`src/rtl/lp_handoff_pkg.sv`:
```
package lp_handoff_pkg;

    localparam int NUM_WD = 3;

    typedef enum logic [3:0] {
        ST_IDLE       = 4'd0,
        ST_CARRIER    = 4'd1,
        ST_OFFER      = 4'd2,
        ST_LOAD_RDY   = 4'd3,
        ST_UNLOAD_RDY = 4'd4,
        ST_MOVING     = 4'd5,
        ST_DONE       = 4'd6,
        ST_ESTOP      = 4'd7,
        ST_FAULT      = 4'd8
    } hs_state_e;

    typedef struct packed {
        logic estop;
        logic done;
        logic busy;
        logic lreq;
        logic ureq;
        logic valid;
        logic sel1;
        logic sel0;
    } hs_lines_t;

    // Watchdog that belongs to a state: 0 none, 1 acknowledge, 2 start, 3 move
    function automatic logic [1:0] wd_owner(hs_state_e s);
        logic [1:0] r;
        unique case (s)
            ST_OFFER:                  r = 2'd1;
            ST_LOAD_RDY, ST_UNLOAD_RDY: r = 2'd2;
            ST_MOVING:                 r = 2'd3;
            default:                   r = 2'd0;
        endcase
        return r;
    endfunction

endpackage

```
`src/rtl/lp_hs_decode.sv`:
```
module lp_hs_decode
    import lp_handoff_pkg::*;
(
    input  hs_lines_t lines_i,
    output hs_state_e line_state_o
);

    // Fixed priority: stop, done, busy, load, unload, valid, select
    always_comb begin
        if (lines_i.estop)                    line_state_o = ST_ESTOP;
        else if (lines_i.done)                line_state_o = ST_DONE;
        else if (lines_i.busy)                line_state_o = ST_MOVING;
        else if (lines_i.lreq)                line_state_o = ST_LOAD_RDY;
        else if (lines_i.ureq)                line_state_o = ST_UNLOAD_RDY;
        else if (lines_i.valid)               line_state_o = ST_OFFER;
        else if (lines_i.sel0 || lines_i.sel1) line_state_o = ST_CARRIER;
        else                                  line_state_o = ST_IDLE;
    end

endmodule

```
`src/rtl/lp_hs_watchdog.sv`:
```
module lp_hs_watchdog #(
    parameter int CNT_W = 17
) (
    input  logic             clk,
    input  logic             rst_n,
    input  logic             reload_i,
    input  logic             want_i,
    input  logic             tick_i,
    input  logic [CNT_W-1:0] limit_i,
    output logic             armed_o,
    output logic             expire_o
);

    logic             armed_q;
    logic [CNT_W-1:0] cnt_q;

    always_ff @(posedge clk or negedge rst_n) begin
        if (!rst_n) begin
            armed_q <= 1'b0;
            cnt_q   <= '0;
        end else if (reload_i) begin
            armed_q <= want_i;
            cnt_q   <= limit_i;
        end else if (armed_q && tick_i && cnt_q != '0) begin
            cnt_q   <= cnt_q - 1'b1;
        end
    end

    assign armed_o  = armed_q;
    assign expire_o = armed_q && (cnt_q == '0);

    assert_reload_R12: assert property (@(posedge clk) disable iff (!rst_n)
        (reload_i && want_i) |=> (armed_q && cnt_q == $past(limit_i)));

    assert_zero_limit_R7: assert property (@(posedge clk) disable iff (!rst_n)
        (reload_i && limit_i == '0) |=> !armed_q);

    assert_tick_only_R8: assert property (@(posedge clk) disable iff (!rst_n)
        (armed_q && !reload_i && !tick_i) |=> $stable(cnt_q));

endmodule

```
`src/rtl/lp_handoff_ctrl.sv`:
```
module lp_handoff_ctrl
    import lp_handoff_pkg::*;
#(
    parameter int TMO_W = 17
) (
    input  logic             clk,
    input  logic             rst_n,
    input  logic             clear_i,
    input  logic             tick_ms_i,
    input  logic             sel0_i,
    input  logic             sel1_i,
    input  logic             hand_valid_i,
    input  logic             load_req_i,
    input  logic             unload_req_i,
    input  logic             move_busy_i,
    input  logic             move_done_i,
    input  logic             estop_i,
    input  logic [TMO_W-1:0] tmo_ack_i,
    input  logic [TMO_W-1:0] tmo_start_i,
    input  logic [TMO_W-1:0] tmo_move_i,
    output logic [3:0]       state_o,
    output logic [1:0]       fault_code_o,
    output logic             fault_pulse_o,
    output logic [2:0]       armed_o
);

    hs_lines_t         lines;
    hs_state_e         state_q, state_d, line_state;
    logic [1:0]        code_q, code_d;
    logic              pulse_q;
    logic              entry;
    logic [NUM_WD-1:0] expire, armed;
    logic [TMO_W-1:0]  limit [NUM_WD];

    assign lines = '{estop: estop_i, done: move_done_i, busy: move_busy_i,
                     lreq: load_req_i, ureq: unload_req_i, valid: hand_valid_i,
                     sel1: sel1_i, sel0: sel0_i};

    assign limit[0] = tmo_ack_i;
    assign limit[1] = tmo_start_i;
    assign limit[2] = tmo_move_i;

    lp_hs_decode u_decode (
        .lines_i      (lines),
        .line_state_o (line_state)
    );

    // Next state: clear, then fault hold, then a line change (which
    // cancels any expiry), then an expiry
    always_comb begin
        state_d = state_q;
        code_d  = code_q;
        if (clear_i) begin
            state_d = ST_IDLE;
            code_d  = 2'd0;
        end else if (state_q == ST_FAULT) begin
            state_d = ST_FAULT;
        end else if (line_state != state_q) begin
            state_d = line_state;
        end else if (|expire) begin
            state_d = ST_FAULT;
            for (int k = NUM_WD - 1; k >= 0; k--) begin
                if (expire[k]) code_d = 2'(k + 1);
            end
        end
    end

    assign entry = clear_i || (state_d != state_q);

    generate
        for (genvar i = 0; i < NUM_WD; i++) begin : g_wd
            localparam logic [1:0] WD_ID = 2'(i + 1);
            logic want;
            assign want = (wd_owner(state_d) == WD_ID) && (limit[i] != '0);
            lp_hs_watchdog #(.CNT_W(TMO_W)) u_wd (
                .clk      (clk),
                .rst_n    (rst_n),
                .reload_i (entry),
                .want_i   (want),
                .tick_i   (tick_ms_i),
                .limit_i  (limit[i]),
                .armed_o  (armed[i]),
                .expire_o (expire[i])
            );
        end
    endgenerate

    // State register
    always_ff @(posedge clk or negedge rst_n) begin
        if (!rst_n) begin
            state_q <= ST_IDLE;
            code_q  <= 2'd0;
        end else begin
            state_q <= state_d;
            code_q  <= code_d;
        end
    end

    // Output register
    always_ff @(posedge clk or negedge rst_n) begin
        if (!rst_n) pulse_q <= 1'b0;
        else        pulse_q <= (state_d == ST_FAULT) && (state_q != ST_FAULT);
    end

    assign state_o       = state_q;
    assign fault_code_o  = code_q;
    assign fault_pulse_o = pulse_q;
    assign armed_o       = armed;

    assert_estop_R3: assert property (@(posedge clk) disable iff (!rst_n)
        (estop_i && !clear_i && state_q != ST_FAULT) |=> (state_q == ST_ESTOP && armed_o == 3'b000));

    assert_fault_hold_R9: assert property (@(posedge clk) disable iff (!rst_n)
        (state_q == ST_FAULT && !clear_i) |=> (state_q == ST_FAULT && $stable(code_q)));

    assert_clear_R11: assert property (@(posedge clk) disable iff (!rst_n)
        clear_i |=> (state_q == ST_IDLE && code_q == 2'd0 && armed_o == 3'b000));

    assert_no_timer_R6: assert property (@(posedge clk) disable iff (!rst_n)
        (wd_owner(state_q) == 2'd0) |-> (armed_o == 3'b000));

    assert_single_timer_R4: assert property (@(posedge clk) disable iff (!rst_n)
        $onehot0(armed_o));

    assert_pulse_R8: assert property (@(posedge clk) disable iff (!rst_n)
        fault_pulse_o |-> (state_q == ST_FAULT && code_q != 2'd0));

endmodule

```
`config.mk`:
```
export PLATFORM = sky130hd
export DESIGN_NAME = lp_handoff_ctrl
export DESIGN_NICKNAME = d
export VERILOG_FILES = /design/src/rtl/lp_handoff_pkg.sv /design/src/rtl/lp_hs_decode.sv /design/src/rtl/lp_hs_watchdog.sv /design/src/rtl/lp_handoff_ctrl.sv
export SDC_FILE = /design/constraint.sdc
export NUM_CORES = 1
export LEC_CHECK = 0
export ABC_CLOCK_PERIOD_IN_PS = 3350
export BUFFER_PORTS_ARGS = -buffer_cell sky130_fd_sc_hd__clkbuf_2
export CAP_MARGIN = 10
export CORE_UTILIZATION = 56
export CTS_CLUSTER_SIZE = 25
export DETAILED_ROUTE_END_ITERATION = 8
export PLACE_DENSITY = 0.8
export REMOVE_ABC_BUFFERS = 1
export SLEW_MARGIN = 20
export SYNTH_ARGS = -nofsm -noshare
export SYNTH_HDL_FRONTEND = slang
export SYNTH_SLANG_ARGS = --single-unit
```
`constraint.sdc`:
```
create_clock -name clk -period 3.35 [get_ports clk]
set_input_delay 0.8375 -clock clk [delete_from_list [all_inputs] [get_ports clk]]
set_output_delay 0.8375 -clock clk [all_outputs]
set_load 0.01 [all_outputs]
```
==> results by group, run 1 <==
Yosys
  – Synth Instances: around 420
  – Portion of netlist area occupied by mux cells: 0.576%
  – Ys async rst share: between 90% and 100%
  – Largest family of logic cells by synthesized area: simple AND/OR/NAND/NOR gates
  – Synth warn: 0
  – Compound-Gate Fraction of Synth Area: 14.1%
  – Seq cells post-synth: 61
  – Synth Area in Adders: under 10%
  – Synthesized area per cell: 8.75 um^2
  – XOR/XNOR Fraction of Synth Area: 11.6%
  – Post-synth EDFFs: 0
  – Post-synth top flop: dfrtp_1
  – Simple-gate portion of the synthesized area: between 20% and 30%
  – Seq/Total Area, Yosys: between 40% and 50%
  – Synth Cell Area: between 3000 and 4000 um^2
  – Library cells used by synthesis: 50

Floorplanning
  – Die X: between 80 and 90 um
  – FP Rows: 29
  – Initial Utilization: between 50 and 60%
  – Die height: around 83 um
  – Core area: about 6300 um^2
  – I/O pins: 73
  – Die area: a little under 7000 um^2

STA
  – RSZ-0062 raised after global routing: false
  – Worst-Margin Slew: around 770 ps
  – Clock Skews: between 10 and 15 ps
  – Worst setup margin: ~370 ps
  – Fin crit share: 88.8%
  – Worst slew margin: roughly half
  – Final Setup Violations: 0
  – Final Max Slew Viols: 0
  – FMAX: between 300 and 400 MHz
  – Tmin final: 2980 ps
  – Setup TNS: 0 ps
  – Final hold vios: 0

Setup path
  – Number of cells on the critical path: 8
  – Crit-path max cell delay: between 500 and 600 ps
  – CP Launch Point: g_wd[2].u_wd.cnt_q[3]
  – Buf/Inv on CP: 1
  – R2R cell count: 8
  – Largest fanout on the critical path: slightly below 80
  – WS Path Type: register to register
  – CP startpoint kind: register
  – R2r startpoint: g_wd[2].u_wd.cnt_q[3]
  – Cell family with most CP delay: simple AND/OR/NAND/NOR gates
  – Arrival @ worst endpoint: ~3200 ps
  – CP endpoint kind: register
  – CP Cell Sequence: or4_4 > or4_1 > o31ai_2 > nor2_1 > o211ai_4 > buf_12 > nand2_1 > o32ai_2
  – Crit-path slowest cell: or4_4
  – Worst path required time: roughly 3600 ps

Layout
  – Net count, final: roughly 570
  – ANT cells: 0
  – Layout cell share with drive strength beyond 1: between 20% and 30%
  – Synthesis-to-layout area growth: 16.7%
  – Post-Route Utilization: approximately two thirds
  – Fill count: approximately 510
  – Final Cell Area: 4310 um^2

Clock network
  – Root buf cell: clkbuf_8
  – Setup Fix Bufs, Post-CTS: 0
  – CTS tree: yes
  – H-tree levels: 3
  – Hold_buf cts: 0
  – PostCTS Resize Cnt: 0
  – Reg clk slew, reported paths: approximately 70 ps
  – Worst-Skew Late Latency: roughly 340 ps
  – CTS Buffer Depth: 2
  – CTS buffer count: 9
  – CTS sink cnt: between 60 and 70

Global routing
  – GRT overflow: 0
  – Largest net degree at the start of global routing: 80
  – Total track usage: ~25%
  – Antenna violations before repair: 0
  – Gr busiest metal: met2
  – Met2 Use GR: approximately 39%
  – First-pass GRT wire length: 14,000 um
  – GRT met3 Usage: 5.07%
  – M1 GR Usage: 33.0%
  – Vias in the first global route: roughly 3,200

Worst hold path
  – Hold Crit Depth: 2
  – Hold Path Class: register to register
  – Hold Startpoint: fault_code_o[0]

Power and ir drop
  – Power Total: 1.79 mW
  – Pwr/cell area: just over 400 nW/um^2
  – Maximum vdd drop: about 0.00027 V
  – Leakage power: around 1.9 nW

Route
  – DRC Markers: 0
  – Detailed-route vias per instance: 5.72
  – Drt total wl: approximately 8000 um
  – DR WL/cell: 13.9 um
  – DR pass1 iterations: 4
  – Post-DRT Antenna Nets: 0
  – Vias after detailed routing: 3,298
  – DRT iter0 DRCs: around 180

Place
  – Placed Area: ~4100 um^2
  – Final RePlAce weighted congestion: around 0.9
  – Final HPWL DP: between 5000 and 6000 um
  – Port Buffers: 72
  – Dpl ws: 183 ps

Run status
  – Status: completed

Run
  – Max-Cap Viols: 0
[synthesized netlist by cell type (2+ instances only)]
cell	count	area share [%]
buf_4	3	0.61
ha_1	6	2.0
nand2b_1	3	0.51
nor3_1	12	1.6
xnor2_1	37	8.8
buf_6	3	0.91
nor4_1	25	4.2
o21ai_0	44	6.0
clkbuf_2	4	0.54
o211a_1	3	0.81
xor2_1	12	2.8
nor2b_1	3	0.51
a211o_1	2	0.47
dfrtp_1	61	41
or3_1	2	0.34
nand3b_1	4	0.81
nand3_1	5	0.68
o21ai_1	12	1.6
nor2_1	32	3.3
and3_1	3	0.51
a21o_1	3	0.61
inv_1	13	1.3
nor4b_1	4	0.95
a21oi_1	12	1.6
a311oi_1	2	0.47
nand4_1	6	1.0
buf_2	5	0.68
nand2_1	70	7.1
or4_1	9	1.8
nor3b_1	2	0.41
[metal layers]
metal	vias up	part of all wire, %	routed length (um)
met5	-	0	0
met3	19	4.2	338
li1	1651	-	-
met2	89	46	3720
met1	1539	47	3740
met4	0	2.6	207
[cells in the final DEF (no fill, tap or decap), types with 5 or more instances in the layout]
| master | synthesis | layout |
|---|---|---|
| o21ai_1 | 12 | 12 |
| xnor2_1 | 37 | 37 |
| inv_1 | 13 | 13 |
| o21ai_0 | 44 | 44 |
| or4_1 | 9 | 9 |
| ha_1 | 6 | 6 |
| nand4_1 | 6 | 6 |
| a21oi_1 | 12 | 12 |
| dfrtp_1 | 61 | 61 |
| buf_4 | 3 | 6 |
| nor3_1 | 12 | 12 |
| clkbuf_8 | 0 | 11 |
| nand2_1 | 70 | 70 |
| nand3_1 | 5 | 5 |
| xor2_1 | 12 | 12 |
| nor2_1 | 32 | 32 |
| clkbuf_2 | 4 | 72 |
| nor4_1 | 25 | 25 |
[path summary, 6_finish.rpt]
kind | slack [ps] | to
max in group asynchronous | 2200 | g_wd[0].u_wd.cnt_q[4]
min in group asynchronous | 640 | g_wd[1].u_wd.cnt_q[13]
hold reg to reg | 540 | fault_code_o[0]
setup / recovery | 370 | g_wd[0].u_wd.armed_o
setup reg to reg | 370 | g_wd[0].u_wd.armed_o
hold / removal | 540 | fault_code_o[0]
[flip-flops by register name, indices dropped and copies added, names as in the netlist]
signal,cells
fault_pulse_o,1
fault_code_o,2
g_wd.u_wd.cnt_q,51
g_wd.u_wd.armed_o,3
state_o,4
[worst min-delay path: stages (launching register included)]
cell     delay, ps
dfrtp_1        390
nand2_1         60
a21oi_1         50
[cells by family after synthesis]
kind of cell	count (synthesis)
compound gates	86
xor+xnor	49
fa+ha+maj	6
buf+inv	29
flops	61
mux	2
simple gates	189
[through the flow]
stage | hold slack, ps | std cells
2_1_floorplan | 535 | 406
3_3_place_gp | 522 | 562
3_5_place_dp | 534 | 562
4_1_cts | 542 | 577
5_1_grt | 570 | 577
6_report | 539 | 577
[layout make-up]
cell class                 instances  area (um^2)  area share [%]
clock buffer                      11          151            3.51
clock inverter                     4         47.5            1.10
inverter                          13         48.8            1.13
multi-input combinational        332         2010            46.7
sequential                        61         1530            35.4
tap                               77         96.3            2.24
timing repair buffer              79          425            9.87
[power by group]
part	leakage (nW)	switching [mW]	internal, mW
logic	1.06	0.146	0.121
clock network	0.101	0.288	0.377
registers	0.732	0.0633	0.796
(Power assumes the default switching activity.)
==> run 2, diff against run 1 <==
PLACE_DENSITY = 0.81   (was 0.8)
==> results by group, run 2 (synthesis gave the netlist of run 1 again) <==
Run status
  – Status: completed (unchanged)

Clock network
  – Hold_buf cts: 0 (unchanged)
  – Setup Fix Bufs, Post-CTS: 0 (unchanged)
  – CTS Buffer Depth: 2 (unchanged)
  – CTS buffer count: 9 (unchanged)
  – CTS sink cnt: 61 (unchanged)
  – CTS tree: yes (unchanged)
  – H-tree levels: 3 (unchanged)
  – Reg clk slew, reported paths: 70 ps (about the same)
  – Root buf cell: clkbuf_8 (unchanged)
  – PostCTS Resize Cnt: 0 (unchanged)
  – Worst-Skew Late Latency: 350 ps (was 340 ps)

Global routing
  – First-pass GRT wire length: 14,400 um (was 14,000 um)
  – Largest net degree at the start of global routing: 94 (was 80)
  – GRT overflow: 0 (unchanged)
  – Total track usage: 26.1% (was 25.0%)
  – Vias in the first global route: 3,240 (was 3,168)
  – Antenna violations before repair: 0 (unchanged)

Route
  – Post-DRT Antenna Nets: 0 (unchanged)
  – Drt total wl: 8200 um (was 8010 um)
  – DRT iter0 DRCs: 211 (was 179)
  – DRC Markers: 0 (unchanged)
  – DR WL/cell: 14.2 um (was 13.9 um)
  – DR pass1 iterations: 4 (unchanged)
  – Vias after detailed routing: 3,273 (was 3,298)
  – Detailed-route vias per instance: 5.67 (was 5.72)

Place
  – Port Buffers: 72 (unchanged)
  – Final RePlAce weighted congestion: 0.851 (was 0.885)
  – Final HPWL DP: 5900 um (was 5740 um)
  – Placed Area: 4100 um^2 (was 4110 um^2)

Setup path
  – Worst path required time: 3610 ps (was 3600 ps)
  – Largest fanout on the critical path: 93 (was 79)
  – CP endpoint kind: register (unchanged)
  – Arrival @ worst endpoint: 3290 ps (was 3230 ps)
  – WS Path Type: register to register (unchanged)
  – CP startpoint kind: register (unchanged)

Layout
  – Max reg flops: 51 (unchanged)
  – Layout cell share with drive strength beyond 1: 20.6% (was 20.8%)
  – Most frequent cells in the layout: clkbuf_2, nand2_1, dfrtp_1 (unchanged)
  – Post-Route Utilization: 67.4% (was 67.9%)
  – Net count, final: 564 (was 565)
  – ANT cells: 0 (unchanged)
  – Synthesis-to-layout area growth: 15.9% (was 16.7%)
  – Commonest non-fill, non-tap cell in the layout: clkbuf_2 (unchanged)
  – Top reg by flops: g_wd.u_wd.cnt_q (unchanged)
  – Final Cell Area: 4280 um^2 (was 4310 um^2)

Floorplanning
  – I/O pins: 73 (unchanged)
  – Die area: 6920 um^2 (unchanged)
  – Initial Utilization: 58.2% (unchanged)
  – Die X: 83.2 um (unchanged)
  – FP Rows: 29 (unchanged)
  – Core area: 6350 um^2 (unchanged)
  – Die height: 83.2 um (unchanged)

Power and ir drop
  – Leakage power: 1.88 nW (was 1.90 nW)
  – Net Switching: 0.509 mW (was 0.497 mW)
  – Switch share: 29.4% (was 27.7%)
  – Flop pwr share: 49.6% (was 48.0%)
  – Maximum vdd drop: 0.000244 V (was 0.000269 V)
  – Power Total: 1.73 mW (was 1.79 mW)
  – Clock network fraction of total power: 35.0% (was 37.1%)
  – Pwr/cell area: 404 nW/um^2 (was 416 nW/um^2)
  – Combinational group share of total power: 15.4% (was 14.9%)
  – Internal cell power: 1.22 mW (was 1.29 mW)

STA
  – RSZ-0062 raised after global routing: false (unchanged)
  – Fin crit share: 90.5% (was 88.8%)
  – Fin Hold WS: 551 ps (was 539 ps)
  – Final Max Slew Viols: 0 (unchanged)
  – Clock Skews: 9.69 ps (was 10.3 ps)
  – Tmin final: 3030 ps (was 2980 ps)
  – FMAX: 330 MHz (was 336 MHz)
  – Setup TNS: 0 ps (unchanged)
  – Final Setup Violations: 0 (unchanged)
  – Worst slew margin: 47.4% (was 48.9%)
  – Worst-Margin Slew: 790 ps (was 766 ps)
  – Final hold vios: 0 (unchanged)

Run
  – Max-Cap Viols: 0 (unchanged)

Worst hold path
  – Hold Path Class: register to register (unchanged)
run 2: cell count changes in the layout (fill, tap and decap cells not counted):
cell and delta:
buf_4 -1, clkinv_2 +1, bufinv_16 -1, clkbuf_1 +1
run 2: path summary, 6_finish.rpt:
check | cells after the start | slack [ps] | start | endpoint
worst max-delay path | 8 | 320 | g_wd[2].u_wd.cnt_q[3] | g_wd[0].u_wd.armed_o
worst min-delay path | 2 | 550 | fault_code_o[0] | fault_code_o[0]
worst max register to register | 8 | 320 | g_wd[2].u_wd.cnt_q[3] | g_wd[0].u_wd.armed_o
worst min register to register | 2 | 550 | fault_code_o[0] | fault_code_o[0]
max in group asynchronous | 2 | 2180 | rst_n | g_wd[1].u_wd.cnt_q[6]
min in group asynchronous | 2 | 640 | rst_n | g_wd[1].u_wd.cnt_q[14]
run 2: metrics by stage:
| step | instances | worst slack, ps |
|---|---|---|
| 2_1_floorplan | 406 | -768 |
| 3_3_place_gp | 561 | 148 |
| 3_5_place_dp | 561 | 27.5 |
| 4_1_cts | 577 | 351 |
| 5_1_grt | 577 | 129 |
| 6_report | 577 | 320 |
run 2: power groups by stage:
stage	Combinational, mW	Sequential, mW	Clock (mW)
2_1_floorplan	0.159	0.860	0
3_3_place_gp	0.257	0.867	0
3_5_place_dp	0.265	0.872	0
4_1_cts	0.268	0.858	0.611
5_1_grt	0.305	0.869	0.643
6_report	0.266	0.859	0.606
run 2: routing by layer:
metal	part of all wire, %	global-route usage, %	up-vias	routed length (um)
met1	46	33.8	1535	3750
met4	2.4	12.7	0	197
met3	4.8	5.67	16	394
li1	-	-	1641	-
met5	0	0	-	0
met2	47	41.6	81	3860
run 2: area by class of cell:
cell class | instances | area, um^2
well taps | 77 | 96.3
multi-input cells | 332 | 2010
fillers | 512 | 2070
clock inverters | 4 | 22.5
repair buffers | 78 | 418
clock buffers | 12 | 155
flip-flops and latches | 61 | 1530
inverters | 13 | 48.8
run 2: critical path, stage by stage (launching register included):
cell and delay (ps):
dfrtp_1 430, or4_4 570, or4_1 570, o31ai_2 330, nor2_1 130, o211ai_4 230
buf_12 310, nand2_1 110, o32ai_2 200
